--- src/rtl/csr_pkg.sv ---
package csr_pkg;
  localparam int REG_W    = 32;
  localparam int NUM_CFG  = 12;   // writable words 0..11
  localparam int NUM_TRIG = 5;

  localparam int REG_PPS  = 12;
  localparam int REG_VST  = 13;
  localparam int REG_FST  = 14;
  localparam int REG_CNTL = 15;
  localparam int REG_CNTH = 16;

  localparam logic [2:0] CMD_READ_ANGLE = 3'd3;
  localparam logic [2:0] CMD_FLUSH      = 3'd4;

  // bits that each writable word keeps
  function automatic logic [REG_W-1:0] cfg_mask(input int idx);
    case (idx)
      0, 1, 3, 7:  cfg_mask = 32'h0000_0001;
      2:           cfg_mask = 32'h0000_000F;
      6:           cfg_mask = 32'h0000_0007;
      5, 11:       cfg_mask = 32'h0000_FFFF;
      4, 8, 9, 10: cfg_mask = 32'hFFFF_FFFF;
      default:     cfg_mask = 32'h0000_0000;
    endcase
  endfunction

  // word that holds trigger t in bit 0
  function automatic int trig_reg(input int t);
    case (t)
      0:       trig_reg = 0;
      1:       trig_reg = 1;
      2:       trig_reg = 3;
      3:       trig_reg = 6;
      default: trig_reg = 7;
    endcase
  endfunction
endpackage

--- src/rtl/csr_rst_sync.sv ---
module csr_rst_sync (
  input  logic clk,
  input  logic rst_n,
  output logic srst_n
);
  logic [1:0] sh_q;
  logic [1:0] sh_d;

  always_comb sh_d = {sh_q[0], 1'b1};

  always_ff @(posedge clk or negedge rst_n) begin
    if (!rst_n) sh_q <= '0;
    else        sh_q <= sh_d;
  end

  assign srst_n = sh_q[1];
endmodule

--- src/rtl/csr_axil_port.sv ---
module csr_axil_port #(
  parameter int ADDR_W = 8,
  parameter int DATA_W = 32,
  localparam int IDX_W = ADDR_W - 2,
  localparam int STB_W = DATA_W / 8
) (
  input  logic              clk,
  input  logic              srst_n,
  input  logic [ADDR_W-1:0] awaddr,
  input  logic              awvalid,
  output logic              awready,
  input  logic [DATA_W-1:0] wdata,
  input  logic [STB_W-1:0]  wstrb,
  input  logic              wvalid,
  output logic              wready,
  output logic [1:0]        bresp,
  output logic              bvalid,
  input  logic              bready,
  input  logic [ADDR_W-1:0] araddr,
  input  logic              arvalid,
  output logic              arready,
  output logic [DATA_W-1:0] rdata,
  output logic [1:0]        rresp,
  output logic              rvalid,
  input  logic              rready,
  output logic              wr_en,
  output logic [IDX_W-1:0]  wr_idx,
  output logic [DATA_W-1:0] wr_data,
  output logic [STB_W-1:0]  wr_strb,
  output logic              rd_en,
  output logic [IDX_W-1:0]  rd_idx,
  input  logic [DATA_W-1:0] rd_word
);
  logic              bvalid_q, bvalid_d;
  logic              rvalid_q, rvalid_d;
  logic [DATA_W-1:0] rdata_q, rdata_d;
  logic              unused_lsb;

  assign unused_lsb = ^{awaddr[1:0], araddr[1:0]};

  // write channel: address and data taken together
  assign awready = awvalid & wvalid & ~bvalid_q;
  assign wready  = awready;
  assign wr_en   = awready;
  assign wr_idx  = awaddr[ADDR_W-1:2];
  assign wr_data = wdata;
  assign wr_strb = wstrb;

  always_comb begin
    bvalid_d = bvalid_q;
    if (wr_en)       bvalid_d = 1'b1;
    else if (bready) bvalid_d = 1'b0;
  end

  // read channel
  assign arready = ~rvalid_q;
  assign rd_en   = arvalid & arready;
  assign rd_idx  = araddr[ADDR_W-1:2];

  always_comb begin
    rvalid_d = rvalid_q;
    rdata_d  = rdata_q;
    if (rd_en) begin
      rvalid_d = 1'b1;
      rdata_d  = rd_word;
    end else if (rready) begin
      rvalid_d = 1'b0;
    end
  end

  always_ff @(posedge clk or negedge srst_n) begin
    if (!srst_n) begin
      bvalid_q <= 1'b0;
      rvalid_q <= 1'b0;
    end else begin
      bvalid_q <= bvalid_d;
      rvalid_q <= rvalid_d;
    end
  end

  always_ff @(posedge clk or negedge srst_n) begin
    if (!srst_n)    rdata_q <= '0;
    else if (rd_en) rdata_q <= rdata_d;
  end

  assign bvalid = bvalid_q;
  assign bresp  = 2'b00;
  assign rvalid = rvalid_q;
  assign rdata  = rdata_q;
  assign rresp  = 2'b00;
endmodule

--- src/rtl/csr_store.sv ---
module csr_store
  import csr_pkg::*;
#(
  parameter int DATA_W = 32,
  parameter int IDX_W  = 6,
  localparam int STB_W = DATA_W / 8
) (
  input  logic              clk,
  input  logic              srst_n,
  input  logic              wr_en,
  input  logic [IDX_W-1:0]  wr_idx,
  input  logic [DATA_W-1:0] wr_data,
  input  logic [STB_W-1:0]  wr_strb,
  output logic [DATA_W-1:0] cfg_word [NUM_CFG],
  output logic [NUM_TRIG-1:0] trig_pulse
);
  logic [DATA_W-1:0] cfg_v [NUM_CFG];

  for (genvar r = 0; r < NUM_CFG; r++) begin : g_word
    localparam logic [DATA_W-1:0] KEEP = DATA_W'(cfg_mask(r));
    logic [DATA_W-1:0] q;
    logic [DATA_W-1:0] nxt;
    logic              ld;

    assign ld = wr_en && (wr_idx == IDX_W'(r));

    always_comb begin
      nxt = q;
      for (int b = 0; b < STB_W; b++) begin
        if (wr_strb[b]) nxt[8*b +: 8] = wr_data[8*b +: 8];
      end
      nxt = nxt & KEEP;
    end

    always_ff @(posedge clk or negedge srst_n) begin
      if (!srst_n) q <= '0;
      else if (ld) q <= nxt;
    end

    assign cfg_v[r] = q;
  end

  for (genvar t = 0; t < NUM_TRIG; t++) begin : g_trig
    localparam int RI = trig_reg(t);
    logic armed_q;

    always_ff @(posedge clk or negedge srst_n) begin
      if (!srst_n) armed_q <= 1'b0;
      else         armed_q <= cfg_v[RI][0];
    end

    assign trig_pulse[t] = cfg_v[RI][0] & ~armed_q;
  end

  assign cfg_word = cfg_v;
endmodule

--- src/rtl/csr_status_snap.sv ---
module csr_status_snap #(
  parameter int VST_W  = 9,
  parameter int FST_W  = 3,
  parameter int HI_W   = 16,
  parameter int SYNC_N = 2
) (
  input  logic             clk,
  input  logic             srst_n,
  input  logic             pps_in,
  input  logic [VST_W-1:0] vstat_in,
  input  logic             vstat_vld,
  input  logic [FST_W-1:0] fstat_in,
  input  logic             fstat_vld,
  input  logic [HI_W-1:0]  cnt_hi_in,
  input  logic             cap_en,
  output logic             pps_s,
  output logic [VST_W-1:0] vsnap_q,
  output logic [FST_W-1:0] fsnap_q,
  output logic [HI_W-1:0]  cap_hi_q
);
  logic [SYNC_N-1:0] sync_q, sync_d;

  always_comb sync_d = {sync_q[SYNC_N-2:0], pps_in};

  always_ff @(posedge clk or negedge srst_n) begin
    if (!srst_n) sync_q <= '0;
    else         sync_q <= sync_d;
  end

  assign pps_s = sync_q[SYNC_N-1];

  always_ff @(posedge clk or negedge srst_n) begin
    if (!srst_n)        vsnap_q <= '0;
    else if (vstat_vld) vsnap_q <= vstat_in;
  end

  always_ff @(posedge clk or negedge srst_n) begin
    if (!srst_n)        fsnap_q <= '0;
    else if (fstat_vld) fsnap_q <= fstat_in;
  end

  always_ff @(posedge clk or negedge srst_n) begin
    if (!srst_n)     cap_hi_q <= '0;
    else if (cap_en) cap_hi_q <= cnt_hi_in;
  end
endmodule

--- src/rtl/csr_bank.sv ---
module csr_bank
  import csr_pkg::*;
#(
  parameter int ADDR_W = 8,
  parameter int VST_W  = 9,
  parameter int FST_W  = 3,
  parameter int CNT_W  = 48,
  parameter int DLY_W  = 16,
  parameter int SYNC_N = 2,
  localparam int DATA_W = REG_W,
  localparam int STB_W  = DATA_W / 8,
  localparam int IDX_W  = ADDR_W - 2,
  localparam int HI_W   = CNT_W - DATA_W
) (
  input  logic              clk,
  input  logic              rst_n,
  input  logic [ADDR_W-1:0] s_awaddr,
  input  logic              s_awvalid,
  output logic              s_awready,
  input  logic [DATA_W-1:0] s_wdata,
  input  logic [STB_W-1:0]  s_wstrb,
  input  logic              s_wvalid,
  output logic              s_wready,
  output logic [1:0]        s_bresp,
  output logic              s_bvalid,
  input  logic              s_bready,
  input  logic [ADDR_W-1:0] s_araddr,
  input  logic              s_arvalid,
  output logic              s_arready,
  output logic [DATA_W-1:0] s_rdata,
  output logic [1:0]        s_rresp,
  output logic              s_rvalid,
  input  logic              s_rready,
  input  logic              pps_in,
  input  logic [VST_W-1:0]  vstat_in,
  input  logic              vstat_vld,
  input  logic [FST_W-1:0]  fstat_in,
  input  logic              fstat_vld,
  input  logic [CNT_W-1:0]  cur_count,
  output logic              go_write_pulse,
  output logic              gc_query_pulse,
  output logic              cfg_load_pulse,
  output logic              angle_save_pulse,
  output logic              gc_out_pulse,
  output logic [2:0]        cmd_code,
  output logic              cmd_spare,
  output logic              read_angle_mode,
  output logic              angle_flush,
  output logic [CNT_W-1:0]  start_count,
  output logic              pm_parity,
  output logic              am_parity,
  output logic [DATA_W-1:0] rd_pace,
  output logic [DATA_W-1:0] spare_thr,
  output logic [DLY_W-1:0]  pm_delay,
  output logic [DLY_W-1:0]  am_delay,
  output logic [DLY_W-1:0]  out_delay
);
  logic                srst_n;
  logic                wr_en, rd_en;
  logic [IDX_W-1:0]    wr_idx, rd_idx;
  logic [DATA_W-1:0]   wr_data, rd_word;
  logic [STB_W-1:0]    wr_strb;
  logic [DATA_W-1:0]   cfg_word [NUM_CFG];
  logic [NUM_TRIG-1:0] trig_pulse;
  logic                pps_s;
  logic [VST_W-1:0]    vsnap_q;
  logic [FST_W-1:0]    fsnap_q;
  logic [HI_W-1:0]     cap_hi_q;
  logic                cap_en;

  csr_rst_sync u_rst (
    .clk    (clk),
    .rst_n  (rst_n),
    .srst_n (srst_n)
  );

  csr_axil_port #(.ADDR_W(ADDR_W), .DATA_W(DATA_W)) u_port (
    .clk     (clk),
    .srst_n  (srst_n),
    .awaddr  (s_awaddr),
    .awvalid (s_awvalid),
    .awready (s_awready),
    .wdata   (s_wdata),
    .wstrb   (s_wstrb),
    .wvalid  (s_wvalid),
    .wready  (s_wready),
    .bresp   (s_bresp),
    .bvalid  (s_bvalid),
    .bready  (s_bready),
    .araddr  (s_araddr),
    .arvalid (s_arvalid),
    .arready (s_arready),
    .rdata   (s_rdata),
    .rresp   (s_rresp),
    .rvalid  (s_rvalid),
    .rready  (s_rready),
    .wr_en   (wr_en),
    .wr_idx  (wr_idx),
    .wr_data (wr_data),
    .wr_strb (wr_strb),
    .rd_en   (rd_en),
    .rd_idx  (rd_idx),
    .rd_word (rd_word)
  );

  csr_store #(.DATA_W(DATA_W), .IDX_W(IDX_W)) u_store (
    .clk        (clk),
    .srst_n     (srst_n),
    .wr_en      (wr_en),
    .wr_idx     (wr_idx),
    .wr_data    (wr_data),
    .wr_strb    (wr_strb),
    .cfg_word   (cfg_word),
    .trig_pulse (trig_pulse)
  );

  assign cap_en = rd_en && (rd_idx == IDX_W'(REG_CNTL));

  csr_status_snap #(
    .VST_W(VST_W), .FST_W(FST_W), .HI_W(HI_W), .SYNC_N(SYNC_N)
  ) u_snap (
    .clk       (clk),
    .srst_n    (srst_n),
    .pps_in    (pps_in),
    .vstat_in  (vstat_in),
    .vstat_vld (vstat_vld),
    .fstat_in  (fstat_in),
    .fstat_vld (fstat_vld),
    .cnt_hi_in (cur_count[CNT_W-1:DATA_W]),
    .cap_en    (cap_en),
    .pps_s     (pps_s),
    .vsnap_q   (vsnap_q),
    .fsnap_q   (fsnap_q),
    .cap_hi_q  (cap_hi_q)
  );

  // read word selection
  always_comb begin
    rd_word = '0;
    if (int'(rd_idx) < NUM_CFG) begin
      rd_word = cfg_word[rd_idx[3:0]];
    end else begin
      case (int'(rd_idx))
        REG_PPS:  rd_word = DATA_W'(pps_s);
        REG_VST:  rd_word = DATA_W'(vsnap_q);
        REG_FST:  rd_word = DATA_W'(fsnap_q);
        REG_CNTL: rd_word = cur_count[DATA_W-1:0];
        REG_CNTH: rd_word = DATA_W'(cap_hi_q);
        default:  rd_word = '0;
      endcase
    end
  end

  // field outputs
  assign go_write_pulse   = trig_pulse[0];
  assign gc_query_pulse   = trig_pulse[1];
  assign cfg_load_pulse   = trig_pulse[2];
  assign angle_save_pulse = trig_pulse[3];
  assign gc_out_pulse     = trig_pulse[4];

  assign cmd_code        = cfg_word[2][2:0];
  assign cmd_spare       = cfg_word[2][3];
  assign read_angle_mode = (cfg_word[2][2:0] == CMD_READ_ANGLE);
  assign angle_flush     = (cfg_word[2][2:0] == CMD_FLUSH);

  assign start_count = {cfg_word[5][HI_W-1:0], cfg_word[4]};
  assign pm_parity   = cfg_word[6][1];
  assign am_parity   = cfg_word[6][2];
  assign rd_pace     = cfg_word[8];
  assign spare_thr   = cfg_word[9];
  assign pm_delay    = cfg_word[10][DLY_W-1:0];
  assign am_delay    = cfg_word[10][2*DLY_W-1:DLY_W];
  assign out_delay   = cfg_word[11][DLY_W-1:0];
endmodule

--- config.mk ---
export PLATFORM = sky130hd
export DESIGN_NAME = csr_bank
export DESIGN_NICKNAME = d
export VERILOG_FILES = /design/src/rtl/csr_pkg.sv /design/src/rtl/csr_rst_sync.sv /design/src/rtl/csr_axil_port.sv /design/src/rtl/csr_store.sv /design/src/rtl/csr_status_snap.sv /design/src/rtl/csr_bank.sv
export SDC_FILE = /design/constraint.sdc
export NUM_CORES = 1
export LEC_CHECK = 0
export ABC_AREA = 1
export BUFFER_PORTS_ARGS = -buffer_cell sky130_fd_sc_hd__buf_2
export CAP_MARGIN = 20
export CORE_MARGIN = 3
export CORE_UTILIZATION = 35
export DETAILED_ROUTE_END_ITERATION = 10
export RECOVER_POWER = 100
export SYNTH_ARGS = -nofsm -noshare
export SYNTH_HDL_FRONTEND = slang
export SYNTH_SLANG_ARGS = --single-unit
--- constraint.sdc ---
create_clock -name clk -period 8.01 [get_ports clk]
set_input_delay 0.4005 -clock clk [delete_from_list [all_inputs] [get_ports clk]]
set_output_delay 0.4005 -clock clk [all_outputs]
set_load 0.1 [all_outputs]
==> results.toml, run 1 <==
[run_status]
status = "finished, violations left"
violations = "max-capacitance violations, max-slew violations"

[logic_synthesis]
synth_seq_cells = 242
netlist_area_um2 = 12280
ys_types = 27
synth.top_cell.area_share_pct = 49.33
yosys.area.top_type = "dfrtp_1"
synth_warnings = 0
postSynthCellCount = 1539
synth.yosys.seq_area_share_pct = 49.33
avgSynthCellArea_um2 = 7.976
synthTopCellsByArea = "dfrtp_1, nand2_1, buf_4"

[timing]
finalCritPeriodShare_pct = 61.15
rsz0062_at_grt = "no"
hold_violations = 0
fin_crit_ns = 4.898
worstMarginPinSlew_ns = 2.977
fin_setup_tns_ns = 0
finalSetupViolations = 0
finClkSkew_ns = 0.01148
finalMaxSlewViolations = 121
fmax_ghz = 0.2042
max_slew_margin_pct = -99.21

[cts]
htreeDepth = 1
cts_made_buffers = 29
cts-root-buf = "clkbuf_16"
post_cts_buffers = 0
clk_pin_slew_ns = 0.06
cts_tree = "done"
clk-insertion-delay-late_ns = 0.54
cts_sinks = 242
clockBufferDepth = 3

[layout]
fin_nets = 1804
regArea_um2 = 6056
area_delta_synth_final_pct = 11.72
fill_cells = 3707
final_common_cell = "nand2_1"
most-common-layout-cells = "nand2_1, dfrtp_1, clkbuf_1"
drive_gt1_share_pct = 11.38
stdcell_count = 2156
multi_input_area_um2 = 4332

[route]
drc = 0
routed_wl_um = 39360
wl_per_cell_um = 18.25
drt-pass1-iter-count = 6
vias_per_cell = 4.835
drtIter0Drc = 712
vias = 10420
ant_nets = 0

[hold_path]
hp-class = "in -> reg"

[grt]
track_usage_pct = 20.43
antenna_found_initial = 8
globalRouteOverflowTotal = 0
grt_pass1_vias = 10270
grt_pass1_wl_um = 61360
grt_max_degree = 80

[floorplan]
core_area_um2 = 34040
num_io_pins = 336
fp.dieH_um = 193.3
dieWidth_um = 193.3
initial_core_util_pct = 36.07
rows = 67
die_area_um2 = 37360

[critical_path]
setup.worst_path.class = "in -> reg"
end_kind = "flop"
critPathLaunchType = "primary input"
critPathRequiredTime_ns = 8.47
startpoint = "s_araddr[2]"
rr_worst_depth = 3
arrival_ns = 5.36
r2r_slack_ns = 4.63
reg2reg_from = "u_rst.sh_q[1]$_DFF_PN0_"
path_max_fanout = 33
critPathCapture = "u_port.rdata[12]$_DFFE_PN0P_"
reg2reg_to = "u_store.g_word[10].q[16]$_DFFE_PN0P_"

[placed_design]
hpwl_um = 27860
gp_congestion = 0.8242
place.port_buffers = 327
dp.cells = 2096

[power]
pwr_density_cell_nw_per_um2 = 244.4
vdd_drop_max_mv = 0.1493
p_leak_nw = 6.672

[job]
maxCapViolCount = 4
==> timing repair <==
item	CTS	global route
resized for setup	0	0
endpoints found under the hold margin	3	0
hold buffers	2	0
==> per-stage QoR <==
step / util (%) / setup slack (ns) / cell area, um2 / power [mW] / hold slack (ns)
2_1_floorplan: - / 0.7666 / 12290 / 1.919 / 0.1049
3_3_place_gp: 38.23 / 4.885 / 13010 / 2.029 / 0.1860
3_5_place_dp: 38.23 / 4.891 / 13010 / 2.035 / 0.1876
4_1_cts: 41.15 / 5.384 / 14000 / 3.409 / 0.007578
5_1_grt: 40.29 / 2.712 / 13710 / 3.483 / 0.02964
6_report: 40.29 / 3.112 / 13710 / 3.351 / 0.04078
==> cells in the mapped netlist <==
library cell / instances
mux2_1: 4
o21ai_0: 179
o21ai_1: 2
nand3_4: 1
clkinv_1: 2
nand3_1: 123
clkbuf_1: 19
buf_2: 36
nor2_4: 2
nor4_1: 1
a31oi_1: 1
nand2_1: 537
dfrtp_1: 242
nor2_2: 5
buf_1: 2
nor3b_1: 1
buf_6: 1
conb_1: 2
nand2_2: 4
inv_2: 5
inv_1: 77
mux2_2: 14
a21oi_1: 29
nand4_1: 8
buf_4: 171
nor3_4: 2
nor2_1: 69
==> metal layers <==
metal | up-vias | routed length [um] | global-route usage (%)
met5 | - | 43 | 0
met1 | 4991 | 17380 | 27.75
li1 | 5047 | - | -
met4 | 8 | 815 | 4.233
met2 | 320 | 18420 | 33.56
met3 | 58 | 2700 | 4.853
==> power breakdown <==
group          total [mW]  leakage, nW  internal, mW  switching, mW
sequential           1.34         3.23          1.29         0.0488
clock                1.36        0.481         0.831          0.527
combinational       0.656         2.97        0.0898          0.566
total                3.35         6.67          2.21           1.14
==> worst max-delay path, cell delays in order <==
cell,delay [ns]
buf_2,0.09
clkbuf_1,0.64
nor2_1,2.46
nand2_2,0.58
inv_2,0.67
nand2_1,0.10
nand2_1,0.08
inv_1,0.04
nand2_1,0.07
nand2_1,0.06
a21oi_1,0.15
==> kinds of logic (layout without fill, tap and decap cells) <==
logic type | count (synthesis) | after routing | share of synthesized area (%)
buf+inv | 313 | 475 | 15.23
simple gates | 753 | 753 | 25.11
other cells | 2 | 9 | 0.06118
flops | 242 | 242 | 49.33
mux | 18 | 18 | 1.651
compound gates | 211 | 211 | 8.613
==> layout make-up <==
| cell class | instances | share of cell area (%) |
|---|---|---|
| tap | 448 | 4.087 |
| timing repair buffer | 338 | 10.70 |
| multi-input combinational | 987 | 31.58 |
| clock buffer | 42 | 5.939 |
| sequential | 242 | 44.16 |
| inverter | 84 | 2.299 |
| antenna | 4 | 0.07299 |
| clock inverter | 11 | 1.159 |
==> state kept, by name, indices dropped and copies added, names as in the netlist <==
register,cells
u_snap.sync_q,2
u_snap.fsnap_q,3
u_port.bvalid,1
u_snap.cap_hi_q,16
u_store.g_word.q,171
u_port.rdata,32
u_snap.vsnap_q,9
u_store.g_trig.armed_q,5
u_port.rvalid,1
u_rst.sh_q,2
==> worst min path at each step <==
stage | start | end | slack [ns] | depth (start not counted)
after global placement | rst_n | u_rst.sh_q[0]$_DFF_PN0_ | 0.19 | 1
after global routing | s_rready | u_port.rvalid$_DFFE_PN0P_ | 0.03 | 2
after floorplan | rst_n | u_rst.sh_q[0]$_DFF_PN0_ | 0.10 | 0
after CTS | s_bready | u_port.bvalid$_DFFE_PN0P_ | 0.008 | 2
final | s_bready | u_port.bvalid$_DFFE_PN0P_ | 0.04 | 2
after detailed placement | rst_n | u_rst.sh_q[0]$_DFF_PN0_ | 0.19 | 1
Note: power is estimated with default switching activity, not from simulation.
==> inputs of run 2 (changes only) <==
==> constraint.sdc (replaced) <==
create_clock -name clk -period 4.8 [get_ports clk]
set_input_delay 0.24 -clock clk [delete_from_list [all_inputs] [get_ports clk]]
set_output_delay 0.24 -clock clk [all_outputs]
set_load 0.1 [all_outputs]
==> run 2 against run 1 <==
The run still ends with max-capacitance violations, max-slew violations left; critical path depth down 6; cell count increased by 2.7%; largest power group is now sequential cells; critical endpoint is now u_store.g_word[8].q[18]$_DFFE_PN0P_; utilization rose by 1.7 points.
==> results.toml, run 2 (same netlist as run 1, synthesis figures left out) <==
[run_status]
status = "finished, violations left"
violations = "max-capacitance violations, max-slew violations"

[power]
vdd_drop_max_mv = 0.2665
power_frac_comb_pct = 20.7
pwr_density_cell_nw_per_um2 = 383.5
power.switching_mw = 1.887
p_leak_nw = 6.909
p_sw_share_pct = 34.46
seq_power_share_pct = 40.9
pwr-share-clk_pct = 38.5
internal-power_mw = 3.589

[hold_path]
hp-class = "in -> reg"

[cts]
clockBufferDepth = 3
htreeDepth = 1
cts-root-buf = "clkbuf_16"
cts_tree = "done"
clk_pin_slew_ns = 0.06
cts_sinks = 242
post_cts_buffers = 0
cts_made_buffers = 29
clk-insertion-delay-late_ns = 0.54

[floorplan]
die_area_um2 = 37360
core_area_um2 = 34040
dieWidth_um = 193.3
num_io_pins = 336
rows = 67
initial_core_util_pct = 36.07
fp.dieH_um = 193.3

[timing]
fin_setup_tns_ns = 0
worstMarginPinSlew_ns = 2.834
fin_crit_ns = 3.216
hold_violations = 0
finalSetupViolations = 0
finClkSkew_ns = 0.008018
finalCritPeriodShare_pct = 67.00
finalMaxSlewViolations = 94
fmax_ghz = 0.3110
rsz0062_at_grt = "no"
max_slew_margin_pct = -88.94

[grt]
antenna_found_initial = 7
grt_pass1_vias = 10690
grt_max_degree = 100
track_usage_pct = 20.78
globalRouteOverflowTotal = 0
grt_pass1_wl_um = 62420

[critical_path]
end_kind = "flop"
setup.worst_path.class = "reg -> reg"
cpLargestDelayFamily = "simple AND/OR/NAND/NOR gates"
path_buf_inv = 1
critPathLaunchType = "flop"
crit_top_cell = "nand3_1"
critPathRequiredTime_ns = 5.23
max_stage_delay_ns = 1.10
path_max_fanout = 16
cp_slowest_cell = "nor3_1"
arrival_ns = 3.65
cp_cell_sequence = "inv_1 -> nand3_1 -> nor3_1 -> nand3_1 -> o21ai_0"

[route]
wl_per_cell_um = 17.92
drt-pass1-iter-count = 5
vias_per_cell = 4.829
routed_wl_um = 39700
drc = 0
vias = 10700
ant_nets = 0
drtIter0Drc = 606

[placed_design]
dpl-instance-area_um2 = 13040
place.port_buffers = 327
hpwl_um = 27820
gp_congestion = 0.8174

[layout]
finalInstanceArea_um2 = 14280
largest_reg_flops = 171
final_util_pct = 41.95
area_delta_synth_final_pct = 16.32
regMostFlops = "u_store.g_word.q"
final_common_cell = "nand2_1"
most-common-layout-cells = "nand2_1, dfrtp_1, clkbuf_1"
fin_nets = 1865
drive_gt1_share_pct = 11.00

[job]
maxCapViolCount = 2
run 2: tightest hold or removal path: cells and delay by family:
| family | cells | cell delay (ns) |
|---|---|---|
| AOI/OAI and AO/OA | 1 | 0.15 |
| buffers and inverters | 2 | 0.14 |
run 2: metal layers:
metal  wire (um)  vias up  GRT usage [%]
met5          53        -              0
met2       18400      358          34.33
li1            -     5159              -
met3        2639       72          4.766
met4         984        8          4.768
met1       17620     5099          28.00
run 2: layout make-up:
class | count | area, um2
antenna | 3 | 7.507
clock buffer | 46 | 849.6
clock inverter | 6 | 57.56
fill | 3600 | 19760
inverter | 84 | 315.3
multi-input combinational | 987 | 4339
sequential | 242 | 6056
tap | 448 | 560.5
timing repair buffer | 399 | 2093
run 2: what timing repair did:
action                                  4_1_cts  5_1_grt
endpoints found under the setup margin        0        0
gates resized for setup                       0        0
hold buffers                                 63        0
endpoints found under the hold margin        74        0
run 2: worst paths after layout:
check	from	endpoint	slack (ns)	depth (start not counted)
setup / recovery	u_port.bvalid$_DFFE_PN0P_	u_store.g_word[8].q[18]$_DFFE_PN0P_	1.58	5
hold / removal	s_wdata[19]	u_store.g_word[4].q[19]$_DFFE_PN0P_	0.04	3
setup reg to reg	u_port.bvalid$_DFFE_PN0P_	u_store.g_word[8].q[18]$_DFFE_PN0P_	1.58	5
hold reg to reg	u_rst.sh_q[0]$_DFF_PN0_	u_rst.sh_q[1]$_DFF_PN0_	0.35	0
max in group asynchronous	u_rst.sh_q[1]$_DFF_PN0_	u_store.g_word[5].q[0]$_DFFE_PN0P_	1.96	0
min in group asynchronous	rst_n	u_rst.sh_q[1]$_DFF_PN0_	0.54	3
run 2: power groups by stage:
stage | sequential, mW | clock, mW | combinational (mW)
after floorplan | 2.48 | 0 | 0.726
after global placement | 2.27 | 0 | 1.12
after detailed placement | 2.27 | 0 | 1.12
after CTS | 2.24 | 2.17 | 1.17
after global routing | 2.25 | 2.24 | 1.20
final | 2.24 | 2.11 | 1.13
run 2: stage by stage:
step	setup slack, ns	std cells	total power, mW	hold slack, ns
final	1.584	2215	5.476	0.03527
after global routing	1.194	2214	5.694	0.03302
after CTS	2.535	2212	5.570	0.001473
after detailed placement	2.134	2097	3.396	0.03121
after global placement	2.137	2097	3.388	0.02999
after floorplan	0.8262	1542	3.201	-0.05559
